[src/rtl/sw_pkg.sv]
package sw_pkg;
  typedef enum logic [2:0] {
    ST_IDLE,
    ST_SLOT,
    ST_WAIT_HI,
    ST_RST,
    ST_PRES_WAIT,
    ST_PRES_DRV,
    ST_PRES_REL
  } slot_st_e;
endpackage

[src/rtl/sw_edge_sync.sv]
module sw_edge_sync (
  input  logic clk_i,
  input  logic rst_ni,
  input  logic d_i,
  output logic q_o,
  output logic fall_o,
  output logic rise_o
);
  logic s1_q, s2_q, s3_q;

  always_ff @(posedge clk_i or negedge rst_ni) begin
    if (!rst_ni) begin
      s1_q <= 1'b1;
      s2_q <= 1'b1;
      s3_q <= 1'b1;
    end else begin
      s1_q <= d_i;
      s2_q <= s1_q;
      s3_q <= s2_q;
    end
  end

  assign q_o    = s2_q;
  assign fall_o = s3_q & ~s2_q;
  assign rise_o = ~s3_q & s2_q;
endmodule

[src/rtl/sw_us_timer.sv]
module sw_us_timer #(
  parameter int CLK_PER_US = 50,
  parameter int US_W       = 10
) (
  input  logic            clk_i,
  input  logic            rst_ni,
  input  logic            clr_i,
  output logic [US_W-1:0] us_o
);
  localparam int DIV_W = $clog2(CLK_PER_US) + 1;
  localparam logic [DIV_W-1:0] DIV_MAX = DIV_W'(CLK_PER_US - 1);

  logic [DIV_W-1:0] div_q;
  logic             tick;

  assign tick = (div_q == DIV_MAX);

  always_ff @(posedge clk_i or negedge rst_ni) begin
    if (!rst_ni) begin
      div_q <= '0;
      us_o  <= '0;
    end else if (clr_i) begin
      div_q <= '0;
      us_o  <= '0;
    end else if (tick) begin
      div_q <= '0;
      if (us_o != '1) us_o <= us_o + 1'b1;  // saturate
    end else begin
      div_q <= div_q + 1'b1;
    end
  end
endmodule

[src/rtl/sw_slot_ctrl.sv]
module sw_slot_ctrl
  import sw_pkg::*;
#(
  parameter int US_W         = 10,
  parameter int T_RST_US     = 480,
  parameter int T_PD_WAIT_US = 30,
  parameter int T_PD_LEN_US  = 120,
  parameter int T_SAMPLE_US  = 15,
  parameter int T_HOLD_US    = 15
) (
  input  logic            clk_i,
  input  logic            rst_ni,
  input  logic            bus_s_i,
  input  logic            fall_i,
  input  logic            rise_i,
  input  logic [US_W-1:0] us_i,
  input  logic            rd_req_i,
  input  logic            rd_act_i,
  input  logic            rd_bit_i,
  output logic            clr_o,
  output logic            pd_o,
  output logic            bit_done_o,
  output logic            bit_o,
  output logic            slot_rd_o,
  output logic            slot_act_o,
  output logic            bus_rst_o
);
  localparam logic [US_W-1:0] T_RST    = US_W'(T_RST_US);
  localparam logic [US_W-1:0] T_PDWAIT = US_W'(T_PD_WAIT_US);
  localparam logic [US_W-1:0] T_PDLEN  = US_W'(T_PD_LEN_US);
  localparam logic [US_W-1:0] T_SAMPLE = US_W'(T_SAMPLE_US);
  localparam logic [US_W-1:0] T_HOLD   = US_W'(T_HOLD_US);

  slot_st_e st_q, st_d;
  logic     rd_q, act_q, rbit_q;

  always_comb begin
    st_d       = st_q;
    clr_o      = 1'b0;
    bit_done_o = 1'b0;
    bus_rst_o  = 1'b0;
    unique case (st_q)
      ST_IDLE: if (fall_i) begin
        st_d  = ST_SLOT;
        clr_o = 1'b1;
      end
      ST_SLOT: if (us_i >= (rd_q ? T_HOLD : T_SAMPLE)) begin
        bit_done_o = 1'b1;
        st_d       = ST_WAIT_HI;
      end
      ST_WAIT_HI: begin
        if (bus_s_i) st_d = ST_IDLE;
        else if (us_i >= T_RST) begin
          bus_rst_o = 1'b1;
          st_d      = ST_RST;
        end
      end
      ST_RST: if (rise_i) begin
        st_d  = ST_PRES_WAIT;
        clr_o = 1'b1;
      end
      ST_PRES_WAIT: if (us_i >= T_PDWAIT) begin
        st_d  = ST_PRES_DRV;
        clr_o = 1'b1;
      end
      ST_PRES_DRV: if (us_i >= T_PDLEN) st_d = ST_PRES_REL;
      ST_PRES_REL: if (bus_s_i) st_d = ST_IDLE;
      default: st_d = ST_IDLE;
    endcase
  end

  always_ff @(posedge clk_i or negedge rst_ni) begin
    if (!rst_ni) begin
      st_q   <= ST_IDLE;
      rd_q   <= 1'b0;
      act_q  <= 1'b0;
      rbit_q <= 1'b1;
    end else begin
      st_q <= st_d;
      if (st_q == ST_IDLE && fall_i) begin  // slot type fixed at its edge
        rd_q   <= rd_req_i;
        act_q  <= rd_act_i;
        rbit_q <= rd_bit_i;
      end
    end
  end

  assign pd_o       = (st_q == ST_PRES_DRV) | (st_q == ST_SLOT & rd_q & ~rbit_q);
  assign bit_o      = bus_s_i;
  assign slot_rd_o  = rd_q;
  assign slot_act_o = act_q;
endmodule

[src/rtl/sw_byte_shift.sv]
module sw_byte_shift #(
  parameter int BYTE_W = 8
) (
  input  logic              clk_i,
  input  logic              rst_ni,
  input  logic              abort_i,
  input  logic              mode_tx_i,
  input  logic              bit_done_i,
  input  logic              bit_i,
  input  logic              slot_rd_i,
  input  logic              slot_act_i,
  input  logic              tx_load_i,
  input  logic [BYTE_W-1:0] tx_data_i,
  output logic              rd_req_o,
  output logic              rd_act_o,
  output logic              rd_bit_o,
  output logic              tx_busy_o,
  output logic [BYTE_W-1:0] rx_data_o,
  output logic              rx_valid_o
);
  localparam int CNT_W = $clog2(BYTE_W) + 1;
  localparam logic [CNT_W-1:0] LAST = CNT_W'(BYTE_W - 1);

  logic [BYTE_W-1:0] rx_sr_q, tx_sr_q, rx_next;
  logic [CNT_W-1:0]  rx_cnt_q, tx_cnt_q;

  assign rx_next = {bit_i, rx_sr_q[BYTE_W-1:1]};  // first bit lands in bit 0

  always_ff @(posedge clk_i or negedge rst_ni) begin
    if (!rst_ni) begin
      rx_sr_q    <= '0;
      tx_sr_q    <= '0;
      rx_cnt_q   <= '0;
      tx_cnt_q   <= '0;
      tx_busy_o  <= 1'b0;
      rx_data_o  <= '0;
      rx_valid_o <= 1'b0;
    end else begin
      rx_valid_o <= 1'b0;
      if (abort_i) begin
        rx_cnt_q  <= '0;
        tx_cnt_q  <= '0;
        tx_busy_o <= 1'b0;
      end else begin
        if (bit_done_i && !slot_rd_i) begin
          rx_sr_q <= rx_next;
          if (rx_cnt_q == LAST) begin
            rx_cnt_q   <= '0;
            rx_data_o  <= rx_next;
            rx_valid_o <= 1'b1;
          end else begin
            rx_cnt_q <= rx_cnt_q + 1'b1;
          end
        end
        if (bit_done_i && slot_rd_i && slot_act_i && tx_busy_o) begin
          tx_sr_q <= tx_sr_q >> 1;
          if (tx_cnt_q == LAST) begin
            tx_cnt_q  <= '0;
            tx_busy_o <= 1'b0;
          end else begin
            tx_cnt_q <= tx_cnt_q + 1'b1;
          end
        end else if (tx_load_i && !tx_busy_o) begin
          tx_sr_q   <= tx_data_i;
          tx_cnt_q  <= '0;
          tx_busy_o <= 1'b1;
        end
      end
    end
  end

  assign rd_req_o = tx_busy_o | mode_tx_i;
  assign rd_act_o = tx_busy_o;
  assign rd_bit_o = tx_busy_o ? tx_sr_q[0] : 1'b1;
endmodule

[src/rtl/sw_slave_link.sv]
module sw_slave_link #(
  parameter int CLK_PER_US   = 50,
  parameter int BYTE_W       = 8,
  parameter int T_RST_US     = 480,
  parameter int T_PD_WAIT_US = 30,
  parameter int T_PD_LEN_US  = 120,
  parameter int T_SAMPLE_US  = 15,
  parameter int T_HOLD_US    = 15
) (
  input  logic              clk_i,
  input  logic              rst_ni,
  input  logic              bus_i,
  output logic              bus_pd_o,
  input  logic              mode_tx_i,
  input  logic [BYTE_W-1:0] tx_data_i,
  input  logic              tx_load_i,
  output logic              tx_busy_o,
  output logic [BYTE_W-1:0] rx_data_o,
  output logic              rx_valid_o,
  output logic              bus_reset_o,
  input  logic              prog_pulse_i,
  output logic              prog_evt_o
);
  localparam int US_W = $clog2(T_RST_US + T_PD_LEN_US + 1) + 1;

  logic            bus_s, fall, rise, clr;
  logic [US_W-1:0] us;
  logic            rd_req, rd_act, rd_bit;
  logic            bit_done, bit_val, slot_rd, slot_act;
  logic            prog_q;

  sw_edge_sync u_sync (
    .clk_i, .rst_ni, .d_i(bus_i), .q_o(bus_s), .fall_o(fall), .rise_o(rise)
  );

  sw_us_timer #(.CLK_PER_US(CLK_PER_US), .US_W(US_W)) u_timer (
    .clk_i, .rst_ni, .clr_i(clr), .us_o(us)
  );

  sw_slot_ctrl #(
    .US_W(US_W), .T_RST_US(T_RST_US), .T_PD_WAIT_US(T_PD_WAIT_US),
    .T_PD_LEN_US(T_PD_LEN_US), .T_SAMPLE_US(T_SAMPLE_US), .T_HOLD_US(T_HOLD_US)
  ) u_ctrl (
    .clk_i, .rst_ni, .bus_s_i(bus_s), .fall_i(fall), .rise_i(rise), .us_i(us),
    .rd_req_i(rd_req), .rd_act_i(rd_act), .rd_bit_i(rd_bit),
    .clr_o(clr), .pd_o(bus_pd_o), .bit_done_o(bit_done), .bit_o(bit_val),
    .slot_rd_o(slot_rd), .slot_act_o(slot_act), .bus_rst_o(bus_reset_o)
  );

  sw_byte_shift #(.BYTE_W(BYTE_W)) u_shift (
    .clk_i, .rst_ni, .abort_i(bus_reset_o), .mode_tx_i,
    .bit_done_i(bit_done), .bit_i(bit_val), .slot_rd_i(slot_rd), .slot_act_i(slot_act),
    .tx_load_i, .tx_data_i, .rd_req_o(rd_req), .rd_act_o(rd_act), .rd_bit_o(rd_bit),
    .tx_busy_o, .rx_data_o, .rx_valid_o
  );

  always_ff @(posedge clk_i or negedge rst_ni) begin
    if (!rst_ni) begin
      prog_q     <= 1'b0;
      prog_evt_o <= 1'b0;
    end else begin
      prog_q     <= prog_pulse_i;
      prog_evt_o <= prog_pulse_i & ~prog_q;
    end
  end
endmodule

[config.mk]
export PLATFORM = sky130hd
export DESIGN_NAME = sw_slave_link
export DESIGN_NICKNAME = d
export VERILOG_FILES = /design/src/rtl/sw_pkg.sv /design/src/rtl/sw_edge_sync.sv /design/src/rtl/sw_us_timer.sv /design/src/rtl/sw_slot_ctrl.sv /design/src/rtl/sw_byte_shift.sv /design/src/rtl/sw_slave_link.sv
export SDC_FILE = /design/constraint.sdc
export NUM_CORES = 1
export LEC_CHECK = 0
export BUFFER_PORTS_ARGS = -buffer_cell sky130_fd_sc_hd__buf_4
export CORE_MARGIN = 2
export CORE_UTILIZATION = 57
export DETAILED_ROUTE_END_ITERATION = 8
export GPL_TIMING_DRIVEN = 0
export PLACE_DENSITY = 0.77
export SETUP_SLACK_MARGIN = 0.3
export SLEW_MARGIN = 20
export SYNTH_ARGS = -nofsm -noshare
export SYNTH_HDL_FRONTEND = slang
export SYNTH_SLANG_ARGS = --single-unit
[constraint.sdc]
create_clock -name clk_i -period 4.3 [get_ports clk_i]
set_clock_uncertainty 0.15 [all_clocks]
set_input_delay 0.43 -clock clk_i [delete_from_list [all_inputs] [get_ports clk_i]]
set_output_delay 0.43 -clock clk_i [all_outputs]
set_load 0.02 [all_outputs]
==> results.ini, run 1 <==
[pwr]
finalPower_mw=1.43
vdd_drop_max_uv=273
leakagePower_nw=1.56
power_density_nw_per_um2=416

[drt]
vias=2194
drt-initial-drc-count=114
drc_errors=0
wl_per_cell_um=13.5
drtPass1Iterations=4
avgViaCountPerCell=5.50
wl_um=5370
postRouteAntennaNets=0

[finish]
layout-drive-gt1-share=0.228
syn_to_final_growth_pct=15.7
nFillCells=407
fin_nets=344
antenna_cells=0

[worst_setup_path]
worst-path-max-fanout=7
cp.required_ps=3720
r2r_end=u_shift.rx_data_o[1]
arrival_ps=1900
crit_path_end=bus_reset_o
critPathLaunch=u_ctrl.st_q[0]
critPathLaunchType=register
worst-setup-path-type=reg2out
r2r_start=u_timer.us_o[1]
rrSetupSlack_ps=1840
endpoint_kind=output pin
worst_r2r_path_depth=7

[cts]
holdBufCountCts=0
cts-root-buf=clkbuf_8
clock_latency_ps=340
clk_pin_slew_ps=70
post_cts_buffers=0
cts_resized=0
cts_tree=done
ctsHtreeMaxLevel=3
clkSinkCount=62
cts_buffers=9
clockBufferDepth=2

[place]
place.gp.congestion=0.808
dpl.hpwl_um=3650
dp_slack_ps=1870
port_buffers=26

[synth]
synthXorXnorAreaFrac=0.0324
yosys.area_share.simple=0.188
synth_ff_type=dfrtp_1
async_flop_share=1.00
syn_nets=307
synth-compound-area-share=0.0973
synth_edf_count=0
syn_avg_cell_area_um2=10.3
yosysSeqAreaShare=0.524
synth_warnings=0
synth_area_um2=2970
synth.area.mux_share=0.100
synth_fa_ha_area_frac=0.0253
ys_seq_elements=62
syn_inst=287
synth_top_family_by_area=simple AND/OR/NAND/NOR gates
ys_types=45

[timing]
holdWs_ps=8.86
grt_setup_unrepaired=false
hold_viol_final=0
setup_slack_ps=1820
period_needed_ps=2480
finalSetupViolCount=0
finalCritPeriodShare=0.577
max_freq_mhz=403
setup_tns_ps=0
tightest_slew_ps=756
slew_violations=0
relSlewSlack=0.496

[global_routing]
grt_pass1_vias=2072
grt_pass1_wl_um=9390
grt-ovfl-total=0
antenna_found_initial=0
grt_usage=0.205
grt_start_max_net_pins=63

[floorplan]
num_rows=26
die_x_um=76.2
coreArea_um2=5070
initial_core_util=0.585
die_y_um=76.2
ioPinCount=27
die_area_um2=5800

[status]
status=finished, final reports clean

[job]
cap_viol_max_count=0

[worst_hold_path]
hp-class=in2async

-- Yosys cell counts, types with 5 or more instances --
| master | count | area, µm² |
|---|---|---|
| dfrtp_1 | 58 | 1450 |
| nor2_1 | 34 | 128 |
| nand2_1 | 21 | 78.8 |
| a21oi_1 | 20 | 100 |
| mux2_2 | 18 | 203 |
| nand3_1 | 14 | 70.1 |
| o21ai_0 | 13 | 65.1 |
| inv_1 | 11 | 41.3 |
| mux2i_1 | 8 | 80.1 |
| buf_2 | 7 | 35.0 |
| ha_1 | 6 | 75.1 |
| nand4_1 | 6 | 37.5 |
| xor2_1 | 6 | 52.6 |
| clkbuf_1 | 5 | 18.8 |
| nand2b_1 | 5 | 31.3 |
| or3_1 | 5 | 31.3 |
| xnor2_1 | 5 | 43.8 |
-- worst max-delay path: stages (launching register included) --
cell	delay, ps
dfrtp_1	440
or4b_1	590
a21oi_2	320
buf_4	210
-- sequential cells by signal (all words and copies together) (netlist names) --
signal	flops
u_shift.tx_sr_q	8
prog_evt_o	1
u_sync.q_o	1
u_shift.tx_cnt_q	4
u_shift.rx_valid_o	1
u_shift.rd_act_o	1
u_shift.rx_sr_q	7
prog_q	1
u_shift.rx_data_o	8
u_timer.us_o	11
u_ctrl.slot_act_o	1
u_ctrl.rbit_q	1
u_sync.s3_q	1
u_shift.rx_cnt_q	4
u_sync.s1_q	1
u_ctrl.st_q	3
u_timer.div_q	7
u_ctrl.slot_rd_o	1
-- per-layer routing --
layer,vias to the layer above,global-route usage,routed length (µm)
li1,1078,-,-
met4,0,0.105,63
met5,-,0,0
met1,1052,0.275,2480
met2,58,0.308,2580
met3,6,0.0569,244
-- stage by stage --
stage                     instances  area, µm²  utilization
after floorplan                 287       2970            -
after global placement          383       3250        0.641
after detailed placement        383       3250        0.641
after CTS                       399       3430        0.677
after global routing            399       3430        0.677
final                           399       3430        0.677
-- where the power goes --
group	internal, mW	switching [mW]	leakage, nW
logic	0.111	0.153	0.701
registers	0.636	0.0447	0.772
clock network	0.266	0.219	0.0904
total	1.01	0.416	1.56
-- cell type report --
class,count,area [µm²],area share
Buffer,12,53.8,0.0157
Inverter,11,41.3,0.0120
Tap cell,70,87.6,0.0255
Clock buffer,12,135,0.0393
Multi-Input combinational cell,202,1320,0.384
Clock inverter,4,47.5,0.0138
Timing Repair Buffer,26,195,0.0568
Sequential cell,62,1560,0.453
-- how the worst min path moves through the flow --
stage	from	to	slack (ps)
global placement	u_sync.s1_q	u_sync.q_o	200
global route	bus_i	u_sync.s1_q	30
CTS	bus_i	u_sync.s1_q	30
detailed placement	u_sync.s1_q	u_sync.q_o	200
floorplan	rst_ni	prog_evt_o	-20
finish	rst_ni	u_timer.us_o[0]	9
-- placed cells by master (no fill, tap or decap), types with 2 or more instances in the layout --
cell,instances
nor3_1,3
dfrtp_1,58
nand3_1,14
a21o_1,2
dfstp_2,4
mux2i_1,8
clkbuf_1,8
buf_2,7
o21ai_0,13
nor2_1,34
xnor2_1,5
nor3b_1,4
buf_4,26
or3_1,5
mux2_2,18
or4b_1,2
inv_1,11
nor4_1,2
a31oi_1,2
ha_1,6
xor2_1,6
clkbuf_8,9
nand4_1,6
nand2_1,21
and2_1,3
and3_1,4
clkinv_2,2
a21oi_1,20
nand2b_1,5
-- cell families (layout without fill, tap and decap cells) --
kind of cell / Yosys count / after routing
AOI/OAI and AO/OA: 48 / 48
xor gates and xnor gates: 11 / 11
adders and majority gates: 6 / 6
buffers and inverters: 23 / 65
DFF: 62 / 62
muxes: 27 / 27
and+or+nand+nor: 110 / 110
Power figures use the tool's default switching activity.
==> run 2: changes to the inputs <==
ABC_AREA = 1   (was not set)
PLACE_DENSITY = 0.76   (was 0.77)
clock period = 2.5 ns   (was 4.3 ns; I/O delays follow)
==> run 2 against run 1 <==
Net effect:
- synthesized area up 12%
- sequential power up 89%
- total power up 110%
- clock power up 99%
- hold slack better by 52 ps
- final cell count up 37%
- design area up 13%
- critical endpoint is now u_shift.rx_cnt_q[3]
- largest cell class unchanged
- largest power group unchanged
- highest routed layer unchanged
==> results.ini, run 2 <==
[worst_setup_path]
cpPeakStageDelay_ps=440  ; -150 ps
cp.required_ps=2580  ; -1140 ps
worst-path-max-fanout=10  ; +3
worst_r2r_path_depth=11  ; +4
path_cells=ha_1, nand3_1, inv_1, nor2_2, nand2_4, nand2_4, nor2_4, buf_6, buf_6, nand2_1, nand2_1
critPathLaunchType=register
endpoint_kind=register
arrival_ps=2170  ; +270 ps
cp_slowest_cell=dfrtp_1
worst-setup-path-type=reg2reg

[pwr]
leakagePower_nw=2.12  ; +36%
power_density_nw_per_um2=763  ; +83%
vdd_drop_max_uv=566  ; +110%

[finish]
final_common_cell=nand2_1
final_cell_mix=nand2_1 (133), dfrtp_1 (58), inv_1 (55), nor2_1 (45), nand3_1 (37)
layout-drive-gt1-share=0.166  ; -0.0616
largest_reg_flops=11  ; unchanged
ff_latch_area_um2=1560  ; unchanged
top_regs=u_timer.us_o: 11 flops, u_shift.rx_data_o: 8 flops, u_shift.tx_sr_q: 8 flops
regMostFlops=u_timer.us_o
multi_input_area_um2=1480  ; +12%
antenna_cells=0  ; unchanged
final_area_um2=3880  ; +13%
fin_nets=490  ; +42%
syn_to_final_growth_pct=17.0
nFillCells=471  ; +16%

[timing]
finalSetupViolCount=0  ; unchanged
setup_slack_ps=414  ; -1400 ps
relSlewSlack=0.494  ; -0.00183
max_freq_mhz=479
period_needed_ps=2090
tightest_slew_ps=759  ; +2.75 ps
grt_setup_unrepaired=false
slew_violations=0  ; unchanged
holdWs_ps=60.7  ; +51.8 ps
setup_tns_ps=0  ; unchanged
finalCritPeriodShare=0.834
hold_viol_final=0  ; unchanged

[cts]
cts-root-buf=clkbuf_8
clockBufferDepth=2  ; unchanged
clock_latency_ps=340  ; about the same
clk_pin_slew_ps=70  ; about the same
ctsHtreeMaxLevel=3  ; unchanged
cts_tree=done
post_cts_buffers=0  ; unchanged
clkSinkCount=62  ; unchanged
cts_buffers=9  ; unchanged

[global_routing]
grt_start_max_net_pins=63  ; unchanged
grt_pass1_vias=2580  ; +25%
grt_usage=0.231  ; +0.0253
grt_pass1_wl_um=11500  ; +22%
antenna_found_initial=0  ; unchanged
grt-ovfl-total=0  ; unchanged

[place]
placed_area_um2=3600  ; +11%
dp_slack_ps=389  ; -1480 ps
dpl.hpwl_um=4450  ; +22%
port_buffers=26  ; unchanged
place.gp.congestion=0.896  ; +11%

[synth]
synth_area_um2=3310  ; +12%
synth_top_area_cell=dfrtp_1
ys_seq_elements=62  ; unchanged
syn_avg_cell_area_um2=7.74  ; -25%
synth_area_leaders=dfrtp_1 (44%), nand2_1 (15%), inv_1 (6.2%)
synth_edf_count=0  ; unchanged
ys_types=31  ; -31%
async_flop_share=1.00  ; unchanged
synth_top_area_share=0.438  ; -0.0508
syn_nets=448  ; +46%
syn_inst=428  ; +49%
yosysMostFrequentCell=nand2_1
synth_warnings=0  ; unchanged
synth_common_cells=nand2_1 (134), dfrtp_1 (58), inv_1 (55), nor2_1 (47), nand3_1 (37)
synth_ff_type=dfrtp_1
yosysSeqAreaShare=0.470  ; -0.0544

[job]
cap_viol_max_count=0  ; unchanged

[drt]
drc_errors=0  ; unchanged
vias=2720  ; +24%
avgViaCountPerCell=4.97  ; -9.6%
wl_per_cell_um=11.9  ; -12%
postRouteAntennaNets=0  ; unchanged
wl_um=6490  ; +21%
drt-initial-drc-count=132  ; +16%
drtPass1Iterations=4  ; unchanged

[floorplan]
die_area_um2=6440  ; +11%
die_x_um=80.2  ; +5.3%
initial_core_util=0.594  ; +0.00933
coreArea_um2=5570  ; +9.8%
ioPinCount=27  ; unchanged
num_rows=27  ; +3.8%
die_y_um=80.2  ; +5.3%

[worst_hold_path]
hp-class=in2reg
holdPathStages=5

[status]
status=finished, final reports clean

-- run 2: changes by cell type after synthesis, moves of 8 or more --
| cell | change |
|---|---|
| inv_1 | +44 |
| nor2_1 | +13 |
| a21oi_1 | -13 |
| mux2i_1 | -8 |
| nand3_1 | +23 |
| mux2_2 | -18 |
| nand2_1 | +113 |
-- run 2: power by group --
group	internal (mW)	switching, mW	total (mW)
logic	0.249	0.451	0.699
clock network	0.570	0.393	0.964
registers	1.17	0.123	1.29
-- run 2: path summary, 6_finish.rpt --
check                                 from             endpoint  slack, ps
max                        u_timer.us_o[0]  u_shift.rx_cnt_q[3]        410
min                           tx_data_i[2]   u_shift.tx_sr_q[2]         60
max reg2reg                u_timer.us_o[0]  u_shift.rx_cnt_q[3]        410
min reg2reg                    u_sync.s1_q           u_sync.q_o        210
max in group asynchronous           rst_ni           prog_evt_o       1330
min in group asynchronous           rst_ni   u_shift.rx_valid_o        380
-- run 2: routing by layer --
layer  GRT usage  vias to the layer above  part of all wire
met2       0.342                       55              0.45
met1       0.327                     1240              0.50
met3      0.0416                        7             0.041
met5           0                        -                 0
met4       0.110                        0            0.0097
li1            -                     1418                 -
-- run 2: through the flow --
| stage | util | instances | power (mW) |
|---|---|---|---|
| floorplan | - | 428 | 1.80 |
| finish | 0.695 | 547 | 2.96 |
| global route | 0.695 | 547 | 3.15 |
| global placement | 0.646 | 526 | 1.97 |
| CTS | 0.694 | 547 | 2.97 |
| detailed placement | 0.646 | 526 | 2.00 |
-- run 2: repair_timing --
item	CTS	global route
resized for setup	0	3
endpoints found under the setup margin	0	24
endpoints found under the hold margin	63	0
hold buffers	5	0
-- run 2: worst max-delay path: cells and delay by family, from the launching register on --
family,cells,cell delay [ps]
adder cells (fa/ha/maj),1,280
flip-flops,1,440
AND/OR/NAND/NOR,7,740
buffers and inverters,3,350
-- run 2: cell families after synthesis --
logic type	after synthesis	synth area share
DFF	62	0.470
buffers and inverters	67	0.0857
and+or+nand+nor	264	0.365
xor gates and xnor gates	10	0.0264
AOI/OAI and AO/OA	19	0.0306
adders and majority gates	6	0.0227
-- run 2: area by class of cell --
cell class	instances	share of cell area
Timing Repair Buffer	31	0.0633
Tap cell	72	0.0232
Clock buffer	14	0.0471
Clock inverter	2	0.00968
Multi-Input combinational cell	299	0.382
Sequential cell	62	0.402
Inverter	58	0.0562
Buffer	9	0.0171
==> run 3: changes to the inputs <==
ABC_AREA = 0   (was 1)
CORE_UTILIZATION = 53   (was 57)
PLACE_DENSITY = 0.75   (was 0.76)
clock period = 1.7 ns   (was 2.5 ns; I/O delays follow)
==> run 3 against run 2 <==
Net effect:
- the flow now finishes with violations (negative hold slack, negative setup slack)
- combinational power increased by 120%
- fmax increased by 1.6%
- clock power increased by 39%
- non-clock buffer count increased by 44
- register-to-register slack got worse by 770 ps
- sequential share of layout area decreased by 4.9 points
- core utilization increased by 12 points
- flip-flop and latch count unchanged
- total power increased by 57%
- critical endpoint is now u_shift.tx_cnt_q[3]
- largest cell class is now multi-input gates
- largest power group unchanged
==> results.ini, run 3 (synthesis results as in run 1) <==
[worst_setup_path]
endpoint_kind=register
path_cells=ha_2, a21oi_2, o2111a_2, or3_4, buf_6, mux2_4, a21o_1
arrival_ps=2140  ; -30 ps
cp.required_ps=1790  ; -790 ps
worst-setup-path-type=reg2reg
critPathLaunchType=register
worst-path-max-fanout=5  ; -5
cp_slowest_cell=dfrtp_1
cpPeakStageDelay_ps=360  ; -80 ps

[drt]
drt-initial-drc-count=127  ; -3.8%
wl_um=7640  ; +18%
postRouteAntennaNets=0  ; unchanged
vias=2540  ; -6.6%
drc_errors=0  ; unchanged
wl_per_cell_um=17.1  ; +44%
drtPass1Iterations=4  ; unchanged
avgViaCountPerCell=5.68  ; +14%

[cts]
cts-root-buf=clkbuf_8
cts_tree=done
clock_latency_ps=340  ; about the same
clockBufferDepth=2  ; unchanged
clk_pin_slew_ps=80  ; about the same
clkSinkCount=62  ; unchanged
cts_buffers=9  ; unchanged
ctsHtreeMaxLevel=3  ; unchanged

[place]
port_buffers=26  ; unchanged
dpl.hpwl_um=3950  ; -11%
place.gp.congestion=0.834  ; -7.0%

[status]
failed_checks=negative hold slack, negative setup slack
status=finished, violations left

[finish]
final_cell_mix=dfrtp_1 (52), buf_4 (46), nand2_1 (20), buf_6 (19), mux2_4 (18)
largest_reg_flops=11  ; unchanged
final_common_cell=dfrtp_1
regMostFlops=u_timer.us_o
layout-drive-gt1-share=0.469  ; +0.303
top_regs=u_timer.us_o: 11 flops, u_shift.rx_data_o: 8 flops, u_shift.tx_sr_q: 8 flops
antenna_cells=0  ; unchanged
syn_to_final_growth_pct=49.4
fin_nets=390  ; -20%

[timing]
period_needed_ps=2050  ; -33.5 ps
hold_viol_final=1  ; +1
relSlewSlack=0.488  ; -0.00585
holdWs_ps=-5.51  ; -66.2 ps
finalSetupViolCount=57  ; +57
setup_slack_ps=-353  ; -767 ps
grt_setup_unrepaired=true
setup_tns_ps=-13750  ; -13750 ps
tightest_slew_ps=768  ; +8.77 ps
slew_violations=0  ; unchanged
max_freq_mhz=487  ; +1.6%
finalCritPeriodShare=1.21  ; +0.373

[global_routing]
use_met2=0.434  ; +0.0925
use_met1=0.316  ; -0.0106
met3_usage=0.0523  ; +0.0107
grt-busiest-layer=met2
grt_pass1_vias=2573  ; -0.27%
grt_start_max_net_pins=63  ; unchanged
grt_pass1_wl_um=12200  ; +6.1%
grt_usage=0.254  ; +0.0239
antenna_found_initial=0  ; unchanged
grt-ovfl-total=0  ; unchanged

[floorplan]
die_x_um=78.8  ; -1.7%
ioPinCount=27  ; unchanged
coreArea_um2=5470  ; -1.8%
num_rows=27  ; unchanged
die_area_um2=6220  ; -3.4%
die_y_um=78.8  ; -1.7%
initial_core_util=0.543  ; -0.0519

[pwr]
vdd_drop_max_uv=882  ; +56%
finalPower_mw=4.63  ; +57%
power_density_nw_per_um2=1040  ; +37%
leakagePower_nw=1.92  ; -9.6%

[worst_hold_path]
hp-class=in2reg

[job]
cap_viol_max_count=0  ; unchanged

[run 3: changes by cell type in the layout (fill, tap and decap cells not counted), sizes merged, moves of 6 or more]
cell / change
nand3: -28
buf: +35
nor2: -19
a21oi: +14
mux2: +19
nand3b: -6
dlygate4sd3: +6
mux2i: +8
nand2: -119
inv: -46
nand4: -6
[run 3: final timing paths]
kind,cells past startpoint,slack (ps),endpoint,start
max,7,-350,u_shift.tx_cnt_q[3],u_timer.us_o[0]
min,3,-6,u_shift.tx_sr_q[1],tx_data_i[1]
max reg2reg,7,-350,u_shift.tx_cnt_q[3],u_timer.us_o[0]
min reg2reg,0,220,u_sync.q_o,u_sync.s1_q
max in group asynchronous,2,550,u_timer.us_o[2],rst_ni
min in group asynchronous,2,290,u_timer.div_q[4],rst_ni
[run 3: metal layers]
layer	share of wire	wire length [µm]	vias to the layer above
li1	-	-	1168
met1	0.41	3110	1237
met2	0.51	3880	104
met3	0.055	417	31
met4	0.031	240	0
met5	0	0	-
[run 3: timing repair]
| action | 4_1_cts | 5_1_grt |
|---|---|---|
| hold endpoints to repair | 69 | 0 |
| hold buffers | 11 | 0 |
| gates cloned | 3 | 1 |
| gates resized for setup | 65 | 51 |
| buffers inserted | 26 | 5 |
| endpoints found under the setup margin | 59 | 59 |
| pin swaps | 16 | 12 |
[run 3: cell type report]
type	count	area [µm²]
multi-input cells	202	1720
flip-flops and latches	62	1560
fillers	302	1040
repair buffers	72	649
plain buffers	12	168
clock buffers	10	138
well taps	72	90.1
clock inverters	6	68.8
inverters	11	43.8
[run 3: critical path: cells and delay by family, from the launching register on]
| family | cells | cell delay, ps |
|---|---|---|
| adders and majority gates | 1 | 200 |
| and+or+nand+nor | 1 | 330 |
| DFF | 1 | 360 |
| muxes | 1 | 290 |
| buffers and inverters | 1 | 140 |
| AOI/OAI and AO/OA | 3 | 470 |
[run 3: power by group]
part           switching [mW]  internal, mW
Combinational           0.754         0.798
Clock                   0.614         0.724
Sequential              0.133          1.61
[run 3: stage by stage]
stage | setup slack [ps] | instance area, µm² | util | hold WS [ps] | cells
2_1_floorplan | -388 | 3150 | - | -276 | 287
3_3_place_gp | -577 | 3440 | 0.628 | 129 | 385
3_5_place_dp | -587 | 3440 | 0.628 | 131 | 385
4_1_cts | -334 | 4210 | 0.770 | 8.03 | 441
5_1_grt | -395 | 4440 | 0.811 | 8.47 | 447
6_report | -353 | 4440 | 0.811 | -5.51 | 447
